--- src/rtl/txr_pkg.sv ---
package txr_pkg;
  localparam int DESC_LOG = 3;
  localparam logic [7:0] STAT_READY    = 8'h83;
  localparam logic [7:0] STAT_RETURNED = 8'h03;
  localparam logic [2:0] OFS_STAT = 3'd2;
  localparam int HDR_STEPS = 5;

  typedef enum logic [2:0] {
    S_IDLE, S_STAT, S_HDR, S_FETCH, S_SEND, S_WB, S_NEXT
  } scan_st_t;

  // header fetch order: length high, length low, addr high, addr low, addr top
  function automatic logic [2:0] hdr_ofs(input logic [2:0] step);
    case (step)
      3'd0:    hdr_ofs = 3'd4;
      3'd1:    hdr_ofs = 3'd5;
      3'd2:    hdr_ofs = 3'd0;
      3'd3:    hdr_ofs = 3'd1;
      default: hdr_ofs = 3'd3;
    endcase
  endfunction
endpackage

--- src/rtl/txr_len_dec.sv ---
module txr_len_dec #(
  parameter int LEN_W   = 16,
  parameter int MAX_LEN = 1544
) (
  input  logic [LEN_W-1:0] neg_len_i,
  output logic [LEN_W-1:0] len_o
);
  logic [LEN_W-1:0] mag;
  always_comb begin
    mag   = ~neg_len_i + LEN_W'(1);
    len_o = (mag > LEN_W'(MAX_LEN)) ? LEN_W'(MAX_LEN) : mag;
  end
endmodule

--- src/rtl/txr_kick_ctl.sv ---
module txr_kick_ctl (
  input  logic clk,
  input  logic rst_n,
  input  logic kick_i,
  input  logic stopped_i,
  input  logic scan_end_i,
  output logic start_o,
  output logic busy_o
);
  logic pend_q;

  always_comb begin
    start_o = !stopped_i &&
              ((!busy_o && kick_i) || (scan_end_i && (pend_q || kick_i)));
  end

  always_ff @(posedge clk or negedge rst_n) begin
    if (!rst_n) begin
      busy_o <= 1'b0;
      pend_q <= 1'b0;
    end else begin
      if (start_o)         busy_o <= 1'b1;
      else if (scan_end_i) busy_o <= 1'b0;
      if (start_o || scan_end_i)  pend_q <= 1'b0;
      else if (busy_o && kick_i)  pend_q <= 1'b1;
    end
  end
endmodule

--- src/rtl/txr_ring_scan.sv ---
module txr_ring_scan
  import txr_pkg::*;
#(
  parameter int RING_LOG = 4,
  parameter int RING_OFS = 152,
  parameter int MAX_LEN  = 1544,
  parameter int AW       = 32
) (
  input  logic                clk,
  input  logic                rst_n,
  input  logic                kick_i,
  input  logic                stopped_i,
  input  logic [AW-1:0]       init_ptr_i,
  input  logic [AW-1:0]       dma_off_i,
  output logic                mem_req_o,
  output logic                mem_we_o,
  output logic [AW-1:0]       mem_addr_o,
  output logic [7:0]          mem_wdata_o,
  input  logic                mem_ack_i,
  input  logic [7:0]          mem_rdata_i,
  output logic                tx_valid_o,
  input  logic                tx_ready_i,
  output logic [7:0]          tx_data_o,
  output logic                tx_last_o,
  output logic                tx_done_o,
  output logic                busy_o,
  output logic [RING_LOG-1:0] ptr_o
);
  localparam int LEN_W = 16;
  localparam int RING  = 1 << RING_LOG;
  localparam logic [RING_LOG-1:0] LAST_VISIT = RING_LOG'(RING - 2);

  scan_st_t            st;
  logic [RING_LOG-1:0] idx, visits;
  logic [2:0]          step;
  logic [LEN_W-1:0]    len_raw, len_dec, remain;
  logic [15:0]         buf_lo;
  logic [AW-1:0]       cur_addr, base, desc_addr;
  logic [7:0]          data_q;
  logic                start, scan_end;

  assign base      = init_ptr_i + dma_off_i;
  assign desc_addr = base + AW'(RING_OFS) + (AW'(idx) << DESC_LOG);
  assign scan_end  = (st == S_NEXT) && (visits == LAST_VISIT);

  txr_kick_ctl kick_u (
    .clk(clk), .rst_n(rst_n), .kick_i(kick_i), .stopped_i(stopped_i),
    .scan_end_i(scan_end), .start_o(start), .busy_o(busy_o)
  );

  txr_len_dec #(.LEN_W(LEN_W), .MAX_LEN(MAX_LEN)) len_u (
    .neg_len_i(len_raw), .len_o(len_dec)
  );

  always_comb begin
    mem_req_o   = 1'b0;
    mem_we_o    = 1'b0;
    mem_addr_o  = '0;
    mem_wdata_o = '0;
    case (st)
      S_STAT: begin
        mem_req_o  = 1'b1;
        mem_addr_o = desc_addr + AW'(OFS_STAT);
      end
      S_HDR: begin
        mem_req_o  = 1'b1;
        mem_addr_o = desc_addr + AW'(hdr_ofs(step));
      end
      S_FETCH: begin
        mem_req_o  = 1'b1;
        mem_addr_o = cur_addr;
      end
      S_WB: begin
        mem_req_o   = 1'b1;
        mem_we_o    = 1'b1;
        mem_addr_o  = desc_addr + AW'(OFS_STAT);
        mem_wdata_o = STAT_RETURNED;
      end
      default: ;
    endcase
  end

  assign tx_data_o = data_q;
  assign tx_last_o = tx_valid_o && (remain == LEN_W'(1));

  always_ff @(posedge clk or negedge rst_n) begin
    if (!rst_n) begin
      st         <= S_IDLE;
      idx        <= '0;
      visits     <= '0;
      step       <= '0;
      len_raw    <= '0;
      buf_lo     <= '0;
      remain     <= '0;
      cur_addr   <= '0;
      data_q     <= '0;
      tx_valid_o <= 1'b0;
      tx_done_o  <= 1'b0;
      ptr_o      <= '0;
    end else begin
      tx_done_o <= 1'b0;
      case (st)
        S_IDLE: if (start) begin
          st     <= S_STAT;
          idx    <= ptr_o;
          visits <= '0;
        end
        S_STAT: if (mem_ack_i) begin
          step <= '0;
          st   <= (mem_rdata_i == STAT_READY) ? S_HDR : S_NEXT;
        end
        S_HDR: if (mem_ack_i) begin
          case (step)
            3'd0: len_raw[15:8] <= mem_rdata_i;
            3'd1: len_raw[7:0]  <= mem_rdata_i;
            3'd2: buf_lo[15:8]  <= mem_rdata_i;
            3'd3: buf_lo[7:0]   <= mem_rdata_i;
            default: ;
          endcase
          if (step == 3'(HDR_STEPS - 1)) begin
            remain   <= len_dec;
            cur_addr <= base + AW'({mem_rdata_i, buf_lo});
            st       <= (len_dec == '0) ? S_WB : S_FETCH;
          end else begin
            step <= step + 3'd1;
          end
        end
        S_FETCH: if (mem_ack_i) begin
          data_q     <= mem_rdata_i;
          tx_valid_o <= 1'b1;
          st         <= S_SEND;
        end
        S_SEND: if (tx_ready_i) begin
          tx_valid_o <= 1'b0;
          remain     <= remain - LEN_W'(1);
          cur_addr   <= cur_addr + AW'(1);
          st         <= (remain == LEN_W'(1)) ? S_WB : S_FETCH;
        end
        S_WB: if (mem_ack_i) begin
          ptr_o     <= ptr_o + RING_LOG'(1);
          tx_done_o <= 1'b1;
          st        <= S_NEXT;
        end
        S_NEXT: begin
          if (scan_end) begin
            if (start) begin
              st     <= S_STAT;
              idx    <= ptr_o;
              visits <= '0;
            end else begin
              st <= S_IDLE;
            end
          end else begin
            idx    <= idx + RING_LOG'(1);
            visits <= visits + RING_LOG'(1);
            st     <= S_STAT;
          end
        end
        default: st <= S_IDLE;
      endcase
    end
  end
endmodule

--- config.mk ---
export PLATFORM = sky130hd
export DESIGN_NAME = txr_ring_scan
export DESIGN_NICKNAME = d
export VERILOG_FILES = /design/src/rtl/txr_pkg.sv /design/src/rtl/txr_len_dec.sv /design/src/rtl/txr_kick_ctl.sv /design/src/rtl/txr_ring_scan.sv
export SDC_FILE = /design/constraint.sdc
export NUM_CORES = 1
export LEC_CHECK = 0
export BUFFER_PORTS_ARGS = -buffer_cell sky130_fd_sc_hd__buf_2
export CAP_MARGIN = 10
export CORE_MARGIN = 2
export CORE_UTILIZATION = 45
export DETAILED_ROUTE_END_ITERATION = 10
export PLACE_DENSITY = 0.62
export SYNTH_ARGS = -nofsm -noshare
export SYNTH_HDL_FRONTEND = slang
export SYNTH_SLANG_ARGS = --single-unit
--- constraint.sdc ---
create_clock -name clk -period 8.05 [get_ports clk]
set_input_delay 1.2075 -clock clk [delete_from_list [all_inputs] [get_ports clk]]
set_output_delay 1.2075 -clock clk [all_outputs]
set_load 0.01 [all_outputs]
==> metrics.txt, run 1 <==
status=finished, final reports clean; DR vias=approximately 12000; Num CTS Buffers=9; Power Density=328 nW/um^2; Critical Path Stages=24; Hold Path Origin=tx_valid_o$_DFFE_PN0P_; Post-Syn Area per Cell=7.76 sq um; final wirelength=around 35000 microns; antenna violations before repair=0; measured slew at the worst slew-check pin=slightly above 0.9 ns; die width=166 microns; share of layout cells above drive strength 1=16.0%; met3 usage=4.09%; full die area=roughly 27000 sq um; CP endpoint kind=output port; Distinct cells, synth=between 80 and 90; critical path arrival=6.48 ns; number of flops mapped to enable cells by yosys=0; Cells on Worst Hold Path=2; Initial Util=45.5%; DR WL/cell=17.9 microns; commonest non-fill, non-tap cell in the layout=nor2_1; Max Freq=~0.13 GHz; total power=4.33 mW; Max FO, Critical Path=8; Antenna Violating Nets Remaining=0; synth top area cells=dfrtp_1 23%, ha_1 8.7%, xnor2_1 6.2%; vias per std cell=5.92; Startpoint Class=input port; most frequent cells in the layout=136 x nor2_1, 135 x nand2_1, 128 x buf_2; setup violators final=0; unrepaired setup endpoints after global routing=no; CTS tree=yes; worst-skew pair later-pin latency=0.37 ns; Critical-path top delay cell=or4_4; CP Data Required Time=~6.8 ns; router iterations before antenna repair=5; Worst Hold Class=reg -> reg; CP top delay family=simple AND/OR/NAND/NOR gates; final core occ=51.0%; Worst Skew=0.0158 ns; PortBufs=129; Min-Delay Endpoint=tx_valid_o$_DFFE_PN0P_; Yosys reg bits=110; Total GRT Usage=25.4%; Reg-to-Reg Start=buf_lo[0]$_DFFE_PN0P_; min Tclk post-route=7.69 ns; diode count=0; final hold viol count=0; sequential area share after synthesis=23.4%; H-tree Lvls=3; Post-Syn Area=11800 sq um; worst reg2reg setup slack=around 3.8 ns; area grow syn2layout=12.0%; Synth area leader=dfrtp_1; grt met2 use=41.0%; Fin Setup TNS=0 ns; reg2reg path depth=15; predominant post-synthesis flop cell=dfrtp_1; initial drt markers=1002; sequential standard cell area=between 2000 and 3000 sq um; standard-cell rows=59; post-synth top area share=23.4%; Placed Instance Area=approximately 13000 sq um; Final Non-Filler Cells=1966; # DRC=0; leakage power=about 5.8 nW; Max VDD drop=0.000188 V; root buffer cell=clkbuf_16; critical path class=in -> out; Slew Limit Headroom=between 30 and 40%; gr ovfl total=0; Cell Chain, Critical Path=buf_2 -> ha_1 -> fa_1 -> a21o_1 -> a21oi_1 -> xnor2_1 -> inv_1 -> ha_1 -> inv_1 -> ha_1 -> fa_1 -> a21o_1 -> a21o_1 -> a21oi_2 -> nor3_1 -> and4_1 -> and4_1 -> xnor2_1 -> or4_4 -> nor4_4 -> nand4_1 -> xnor2_1 -> o211ai_1 -> buf_2; crit share post-route=95.5%; Ys Warns=0; clock sinks=110; Worst Path Buf+Inv=4; vias in the first global route=11000; first-pass GRT wire length=just under 60000 microns; Clock transition at path regs=around 0.080 ns; Fill cells=around 2600; Worst R2R End=cur_addr[30]$_DFFE_PN0P_; Final Wtd Congestion=0.893; max_cap viols=0; post-DP HPWL=27600 microns; Syn Inst Count=1515; largest net degree at the start of global routing=68; max incr delay on CP=between 0.5 and 0.6 ns; Slew Limit Fails=0; nets=1790; clock buffer depth=2; IO Pins=between 100 and 150; area of the multi-input gates=roughly 8500 sq um; die extent in y=166 microns; post-route cell area=13200 sq um; GRT busiest layer=met2; Async SR Flop Fraction=100%; M1 GR Usage=35.5%; Placed Cells=roughly 1900; core footprint=25800 sq um
-- kinds of logic after synthesis --
logic type	share of synthesized area [%]
simple gates	24.1
xor+xnor	10.1
fa+ha+maj	9.40
compound gates	23.4
other cells	0.0319
buf+inv	4.61
mux	4.95
flops	23.4
-- state kept, by name (all words and copies together) (netlist names) --
register	count
buf_lo	16
cur_addr	32
idx	4
kick_u.busy_o	1
kick_u.pend_q	1
len_raw	16
ptr_o	4
remain	16
st	3
step	3
tx_data_o	8
tx_done_o	1
tx_valid_o	1
visits	4
-- report_power, final --
part / switching, mW / total (mW) / internal [mW]
combinational: 1.63 / 2.75 / 1.12
sequential: 0.291 / 1.09 / 0.804
clock: 0.234 / 0.483 / 0.249
total: 2.15 / 4.33 / 2.17
-- metal layers --
layer / vias up / share of wire, %
li1: 5753 / -
met1: 5481 / 47
met2: 360 / 45
met3: 43 / 5.8
met4: 0 / 2.0
met5: - / 0
-- worst max path at each step --
stage | startpoint | to | slack, ns
detailed placement | init_ptr_i[0] | mem_addr_o[31] | 0.08
global route | init_ptr_i[0] | mem_addr_o[31] | 0.01
CTS | init_ptr_i[0] | mem_addr_o[31] | 0.08
global placement | init_ptr_i[0] | mem_addr_o[31] | 0.18
finish | init_ptr_i[0] | mem_addr_o[31] | 0.36
floorplan | init_ptr_i[0] | mem_addr_o[31] | 0.42
-- per-stage QoR --
| step | hold slack [ns] | setup slack [ns] |
|---|---|---|
| 2_1_floorplan | 0.471 | 0.421 |
| 3_3_place_gp | 0.482 | 0.178 |
| 3_5_place_dp | 0.488 | 0.0822 |
| 4_1_cts | 0.507 | 0.0788 |
| 5_1_grt | 0.531 | 0.0118 |
| 6_report | 0.502 | 0.359 |
-- worst min-delay path, delay by kind of cell, from the launching register on --
kind	cells	cell delay [ns]
and+or+nand+nor	2	0.10
DFF	1	0.36
-- synth_stat cells, drive strengths merged, types with 5 or more instances --
| library cell | instances |
|---|---|
| o21ai | 113 |
| a32oi | 6 |
| or3 | 22 |
| ha | 82 |
| a211oi | 19 |
| a31oi | 14 |
| and2 | 21 |
| nor2 | 137 |
| a21o | 30 |
| nand3 | 51 |
| nand2 | 137 |
| inv | 60 |
| nor3 | 63 |
| and3 | 24 |
| buf | 16 |
| or2 | 8 |
| nor4 | 25 |
| a2111oi | 6 |
| a21oi | 121 |
| nand4 | 25 |
| o22ai | 17 |
| a41oi | 5 |
| and4 | 7 |
| xnor2 | 83 |
| mux2i | 12 |
| nor2b | 10 |
| mux2 | 41 |
| nand2b | 13 |
| a221oi | 5 |
| a22oi | 19 |
| o21bai | 8 |
| o211ai | 11 |
| dfrtp | 110 |
| o21a | 7 |
| a22o | 5 |
| nand4b | 6 |
| xor2 | 53 |
| clkbuf | 54 |
-- cell type report --
| cell class | instances | area share, % |
|---|---|---|
| multi-input combinational | 1279 | 64.9 |
| sequential | 110 | 20.9 |
| timing repair buffer | 165 | 6.97 |
| tap | 335 | 3.18 |
| clock buffer | 10 | 1.74 |
| inverter | 61 | 1.74 |
| clock inverter | 6 | 0.608 |
-- what timing repair did --
item                                   CTS  global route
buffers inserted                         0             1
endpoints found under the hold margin    0             0
hold buffers                             0             0
setup endpoints to repair                0            11
gates resized for setup                  0            10
Power figures use the tool's default switching activity.
==> inputs of run 2 (changes only) <==
--- a/config.mk
+++ b/config.mk
@@ -5,6 +5,7 @@
 export SDC_FILE = /design/constraint.sdc
 export NUM_CORES = 1
 export LEC_CHECK = 0
+export ABC_AREA = 1
 export BUFFER_PORTS_ARGS = -buffer_cell sky130_fd_sc_hd__buf_2
 export CAP_MARGIN = 10
 export CORE_MARGIN = 2
==> metrics.txt, run 2 <==
CP top delay family=adder cells; min Tclk post-route=7.12 ns (-0.574 ns); PortBufs=129 (unchanged); standard-cell rows=62 (+5.1%); Post-Syn Area per Cell=6.04 sq um (-22%); die extent in y=174 microns (+5.2%); synth top area cells=dfrtp_1 21%, nand2_1 17%, inv_1 8.7%; Final Wtd Congestion=1.04 (+17%); post-DP HPWL=36700 microns (+33%); commonest non-fill, non-tap cell in the layout=nand2_1; setup violators final=0 (unchanged); Fin Setup TNS=0 ns (unchanged); number of flops mapped to enable cells by yosys=0 (unchanged); Critical-path top delay cell=fa_1; setup bufs post-CTS=0 (unchanged); Distinct cells, synth=56 (-31%); Cell Int Power=2.00 mW (-8.1%); core footprint=28600 sq um (+11%); Max Freq=0.141 GHz (+8.1%); clock sinks=110 (unchanged); Placed Cells=2647 (+36%); Fin Hold WS=0.467 ns (-0.0354 ns); most frequent cells in the layout=603 x nand2_1, 302 x inv_1, 192 x nor2_1; status=finished, final reports clean; largest reg by FF count=cur_addr; Post-Syn Area=13100 sq um (+11%); share of layout cells above drive strength 1=12.1% (-3.9 points); max reg flops=32 (unchanged); Max FO, Critical Path=4 (-4); full die area=30400 sq um (+11%); max_cap viols=0 (unchanged); CTS tree=yes; DR vias=14600 (+25%); dpl ws=1.02 ns (+0.940 ns); DR WL/cell=17.0 microns (-5.5%); first-pass GRT wire length=71700 microns (+24%); Fill cells=3016 (+17%); Synth top cells by count=603 x nand2_1, 302 x inv_1, 193 x nor2_1; switching power=2.45 mW (+14%); Clock transition at path regs=0.07 ns (about the same); area grow syn2layout=10.2%; die width=174 microns (+5.2%); combinational share of power=66.5% (+3.0 points); nets=2438 (+36%); clock buffer depth=2 (unchanged); Initial Util=45.6% (+0.064 points); Ys Warns=0 (unchanged); Power Density=310 nW/um^2 (-5.7%); Max VDD drop=0.000143 V (-24%); Worst Skew=0.0119 ns (-0.00398 ns); Final Non-Filler Cells=2662 (+35%); max incr delay on CP=0.47 ns (-0.08 ns); Slew Limit Headroom=42.3% (+4.4 points); Worst Path Buf+Inv=6 (+2); Synth area leader=dfrtp_1; gr ovfl total=0 (unchanged); vias in the first global route=13700 (+25%); Yosys reg bits=110 (unchanged); critical path class=in -> out; Async SR Flop Fraction=100% (unchanged); Sequential Power Share=23.2% (-2.1 points); final worst slack=0.933 ns (+0.574 ns); vias per std cell=5.48 (-7.4%); PostCTS Resize Cnt=0 (unchanged); root buffer cell=clkbuf_16; CP endpoint kind=output port; CP Data Required Time=6.84 ns (about the same); final wirelength=45100 microns (+28%); crit share post-route=88.4% (-7.1 points); critical path arrival=5.91 ns (-0.57 ns); diode count=0 (unchanged); Clock Power Share=10.4% (-0.8 points); router iterations before antenna repair=5 (unchanged); CTS Hold Bufs=0 (unchanged); largest net degree at the start of global routing=62 (-8.8%); final hold viol count=0 (unchanged); initial drt markers=950 (-5.2%); measured slew at the worst slew-check pin=0.864 ns (-0.0666 ns); switching share of power=55.1% (+5.4 points); Num CTS Buffers=9 (unchanged); Syn Inst Count=2161 (+43%); predominant post-synthesis flop cell=dfrtp_1; IO Pins=136 (unchanged); Startpoint Class=input port; unrepaired setup endpoints after global routing=no; Worst Hold Class=reg -> reg; Antenna Violating Nets Remaining=0 (unchanged); leakage power=7.41 nW (+28%); Total GRT Usage=29.8% (+4.3 points); sequential area share after synthesis=21.1% (-2.3 points); H-tree Lvls=3 (unchanged); Slew Limit Fails=0 (unchanged); # DRC=0 (unchanged); worst-skew pair later-pin latency=0.36 ns (about the same); post-synth top area share=21.1% (-2.3 points); most common cell in the synthesized netlist=nand2_1; antenna violations before repair=0 (unchanged)
run 2: cells by family (layout without fill, tap and decap cells):
| group | Yosys count | in the layout | synth area share [%] |
|---|---|---|---|
| AO/OA/AOI/OAI | 376 | 376 | 16.4 |
| multiplexers | 1 | 1 | 0.0863 |
| buffers and inverters | 368 | 480 | 10.9 |
| adder cells (fa/ha/maj) | 86 | 86 | 8.48 |
| AND/OR/NAND/NOR | 1176 | 1176 | 40.1 |
| flip-flops | 110 | 110 | 21.1 |
| XOR/XNOR | 43 | 43 | 3.00 |
| other | 1 | 6 | 0.0287 |
run 2: path summary, 6_finish.rpt:
kind / startpoint / to / slack, ns / cells after the start
max reg2reg: buf_lo[0]$_DFFE_PN0P_ / cur_addr[22]$_DFFE_PN0P_ / 4.41 / 15
max in group asynchronous: rst_n / cur_addr[24]$_DFFE_PN0P_ / 5.93 / 2
min in group asynchronous: rst_n / tx_data_o[4]$_DFFE_PN0P_ / 0.87 / 1
min: remain[13]$_DFFE_PN0P_ / remain[13]$_DFFE_PN0P_ / 0.47 / 1
max: init_ptr_i[0] / mem_addr_o[23] / 0.93 / 28
min reg2reg: remain[13]$_DFFE_PN0P_ / remain[13]$_DFFE_PN0P_ / 0.47 / 1
run 2: metrics by stage:
stage	power (mW)	util, %	area, sq um
after floorplan	2.98	-	13100
after global placement	3.92	49.2	14100
after detailed placement	3.96	49.2	14100
after CTS	4.43	50.3	14400
after global routing	4.88	50.3	14400
final	4.45	50.3	14400
run 2: routing by layer:
layer / vias to the layer above / track usage, % / routed length, microns
li1: 7321 / - / -
met1: 6673 / 37.5 / 19500
met2: 506 / 52.1 / 21600
met3: 95 / 2.54 / 2340
met4: 0 / 12.7 / 1780
met5: - / 0 / 0
run 2: area by class of cell:
| class | instances | area [sq um] | area share (%) |
|---|---|---|---|
| Clock buffer | 10 | 239 | 1.66 |
| Tap cell | 384 | 480 | 3.34 |
| Timing Repair Buffer | 138 | 716 | 4.97 |
| Sequential cell | 110 | 2750 | 19.1 |
| Inverter | 327 | 1230 | 8.53 |
| Multi-Input combinational cell | 1688 | 8910 | 61.9 |
| Clock inverter | 5 | 58.8 | 0.409 |
run 2: power groups by stage:
| stage | Clock, mW | Combinational (mW) | Sequential, mW |
|---|---|---|---|
| 2_1_floorplan | 0 | 2.01 | 0.979 |
| 3_3_place_gp | 0 | 2.89 | 1.03 |
| 3_5_place_dp | 0 | 2.93 | 1.03 |
| 4_1_cts | 0.471 | 2.94 | 1.03 |
| 5_1_grt | 0.492 | 3.31 | 1.07 |
| 6_report | 0.462 | 2.96 | 1.03 |
==> inputs of run 3 (changes only) <==
--- a/config.mk
+++ b/config.mk
@@ -8,10 +8,12 @@
 export ABC_AREA = 1
 export BUFFER_PORTS_ARGS = -buffer_cell sky130_fd_sc_hd__buf_2
 export CAP_MARGIN = 10
+export CORE_ASPECT_RATIO = 0.7
 export CORE_MARGIN = 2
 export CORE_UTILIZATION = 45
 export DETAILED_ROUTE_END_ITERATION = 10
 export PLACE_DENSITY = 0.62
+export REMOVE_ABC_BUFFERS = 1
 export SYNTH_ARGS = -nofsm -noshare
 export SYNTH_HDL_FRONTEND = slang
 export SYNTH_SLANG_ARGS = --single-unit
==> metrics.txt, run 3 (synthesized netlist as in run 2, its figures left out) <==
status=finished, final reports clean; CTS tree=yes; gr ovfl total=0 (unchanged); Worst Path Buf+Inv=3 (-3); antenna violations before repair=1 (+1); IO Pins=136 (unchanged); Cell Int Power=2.00 mW (-0.11%); final hold viol count=0 (unchanged); dpl ws=1.19 ns (+0.167 ns); setup violators final=0 (unchanged); Power Density=308 nW/um^2 (-0.35%); Critical Path Stages=27 (-3.6%); combinational share of power=65.5% (-1.0 points); Max Freq=0.145 GHz (+2.8%); clock sinks=110 (unchanged); # DRC=0 (unchanged); Initial Util=45.5% (-0.11 points); die width=208 microns (+19%); Fin Setup TNS=0 ns (unchanged); measured slew at the worst slew-check pin=1.12 ns (+0.260 ns); Startpoint Class=input port; router iterations before antenna repair=5 (unchanged); post-DP HPWL=36200 microns (-1.2%); CP endpoint kind=output port; share of layout cells above drive strength 1=12.1% (-0.044 points); max reg flops=32 (unchanged); unrepaired setup endpoints after global routing=no; largest net degree at the start of global routing=68 (+9.7%); final core occ=50.1% (-0.11 points); final wirelength=44600 microns (-1.2%); Critical-path top delay cell=fa_1; Cells on Worst Hold Path=1 (unchanged); Max VDD drop=0.000135 V (-6.2%); area grow syn2layout=10.2% (about the same); Sequential Power Share=23.3% (about the same); H-tree Lvls=3 (unchanged); clock buffer depth=2 (unchanged); reg2reg path depth=19 (+4); initial drt markers=1262 (+33%); Final Wtd Congestion=0.943 (-9.5%); full die area=30400 sq um (about the same); max incr delay on CP=0.47 ns (about the same); DR WL/cell=16.8 microns (-0.97%); commonest non-fill, non-tap cell in the layout=nand2_1; PostCTS Resize Cnt=0 (unchanged); Max FO, Critical Path=5 (+1); vias per std cell=5.42 (-1.1%); CP top delay family=simple AND/OR/NAND/NOR gates; total power=4.44 mW (-0.34%); Worst Hold Class=reg -> reg; core footprint=28700 sq um (+0.24%); max_cap viols=0 (unchanged); crit share post-route=86.0% (-2.4 points); switching share of power=55.0% (-0.11 points); die extent in y=146 microns (-16%); switching power=2.44 mW (-0.53%); DR vias=14400 (-1.3%); standard-cell rows=52 (-16%); Num CTS Buffers=9 (unchanged); Worst Skew=0.0134 ns (+0.00156 ns); Top cell by count, worst path=nand2_1; Clock transition at path regs=0.08 ns (about the same); worst-skew pair later-pin latency=0.38 ns (+0.02 ns); setup bufs post-CTS=0 (unchanged); largest reg by FF count=cur_addr; vias in the first global route=12900 (-5.7%); Total GRT Usage=29.1% (-0.63 points); final worst slack=1.13 ns (+0.197 ns); Antenna Violating Nets Remaining=0 (unchanged); Slew Limit Headroom=24.9% (-17 points); CTS Hold Bufs=0 (unchanged); critical path class=in -> out; Slew Limit Fails=0 (unchanged); min Tclk post-route=6.92 ns (-0.197 ns); PortBufs=129 (unchanged); CP Data Required Time=6.84 ns (about the same); nets=2437 (-0.041%); critical path arrival=5.71 ns (-0.20 ns); Clock Power Share=11.1% (+0.7 points); diode count=0 (unchanged); first-pass GRT wire length=70400 microns (-1.8%); root buffer cell=clkbuf_16; leakage power=7.42 nW (+0.14%); most frequent cells in the layout=603 x nand2_1, 302 x inv_1, 193 x nor2_1
==> run 3: cell count changes in the layout (fill, tap and decap cells not counted) <==
cell / previous run / this run
inv_8: 0 / 2
buf_4: 10 / 9
clkinv_4: 0 / 1
clkinvlp_4: 2 / 0
clkbuf_8: 1 / 0
nor2_2: 23 / 22
nor2_1: 192 / 193
clkinv_8: 0 / 1
==> run 3: layout make-up <==
type	instances	area, sq um
Clock inverter	7	91.3
Fill cell	2998	14300
Multi-Input combinational cell	1688	8910
Clock buffer	9	225
Tap cell	378	473
Timing Repair Buffer	137	708
Sequential cell	110	2750
Inverter	327	1230
==> run 3: path summary, 6_finish.rpt <==
kind	from	to	slack, ns
max	init_ptr_i[0]	mem_addr_o[22]	1.13
min	remain[13]$_DFFE_PN0P_	remain[13]$_DFFE_PN0P_	0.48
max reg2reg	buf_lo[2]$_DFFE_PN0P_	cur_addr[31]$_DFFE_PN0P_	4.45
min reg2reg	remain[13]$_DFFE_PN0P_	remain[13]$_DFFE_PN0P_	0.48
max in group asynchronous	rst_n	cur_addr[2]$_DFFE_PN0P_	5.89
min in group asynchronous	rst_n	len_raw[11]$_DFFE_PN0P_	0.83
==> run 3: per-layer routing <==
layer / GRT usage (%) / vias up / share of wire (%)
met1: 45.8 / 6602 / 52
met4: 5.18 / 0 / 1.3
met2: 41.8 / 438 / 40
met5: 0 / - / 0
li1: - / 7320 / -
met3: 4.41 / 38 / 6.7
==> run 3: worst register-to-register path, stage by stage (launching register included) <==
cell and delay (ns):
dfrtp_1 0.43, ha_1 0.36, nand3_1 0.10, nand3_1 0.11, inv_1 0.06, nor2_1 0.11, o21ai_0 0.12, nand3_1 0.08
o21ai_0 0.27, inv_1 0.24, nand3_1 0.09, nand3_1 0.20, nand3_1 0.10, nand2_1 0.22, inv_1 0.11, nor2_1 0.18
nand2_1 0.10, o21ai_0 0.17, nand3_1 0.25, a22oi_1 0.23
==> run 3: power by group through the flow <==
stage	sequential, mW	combinational, mW	clock, mW
6_report	1.04	2.91	0.494
5_1_grt	1.07	3.26	0.526
4_1_cts	1.03	2.87	0.507
3_5_place_dp	1.03	2.85	0
3_3_place_gp	1.03	2.83	0
2_1_floorplan	0.980	1.97	0
==> run 3: metrics by stage <==
stage / area [sq um] / hold slack [ns] / cells
floorplan: 12900 / 0.436 / 2125
global placement: 14100 / 0.454 / 2640
detailed placement: 14100 / 0.468 / 2640
CTS: 14400 / 0.480 / 2656
global route: 14400 / 0.490 / 2656
finish: 14400 / 0.480 / 2656
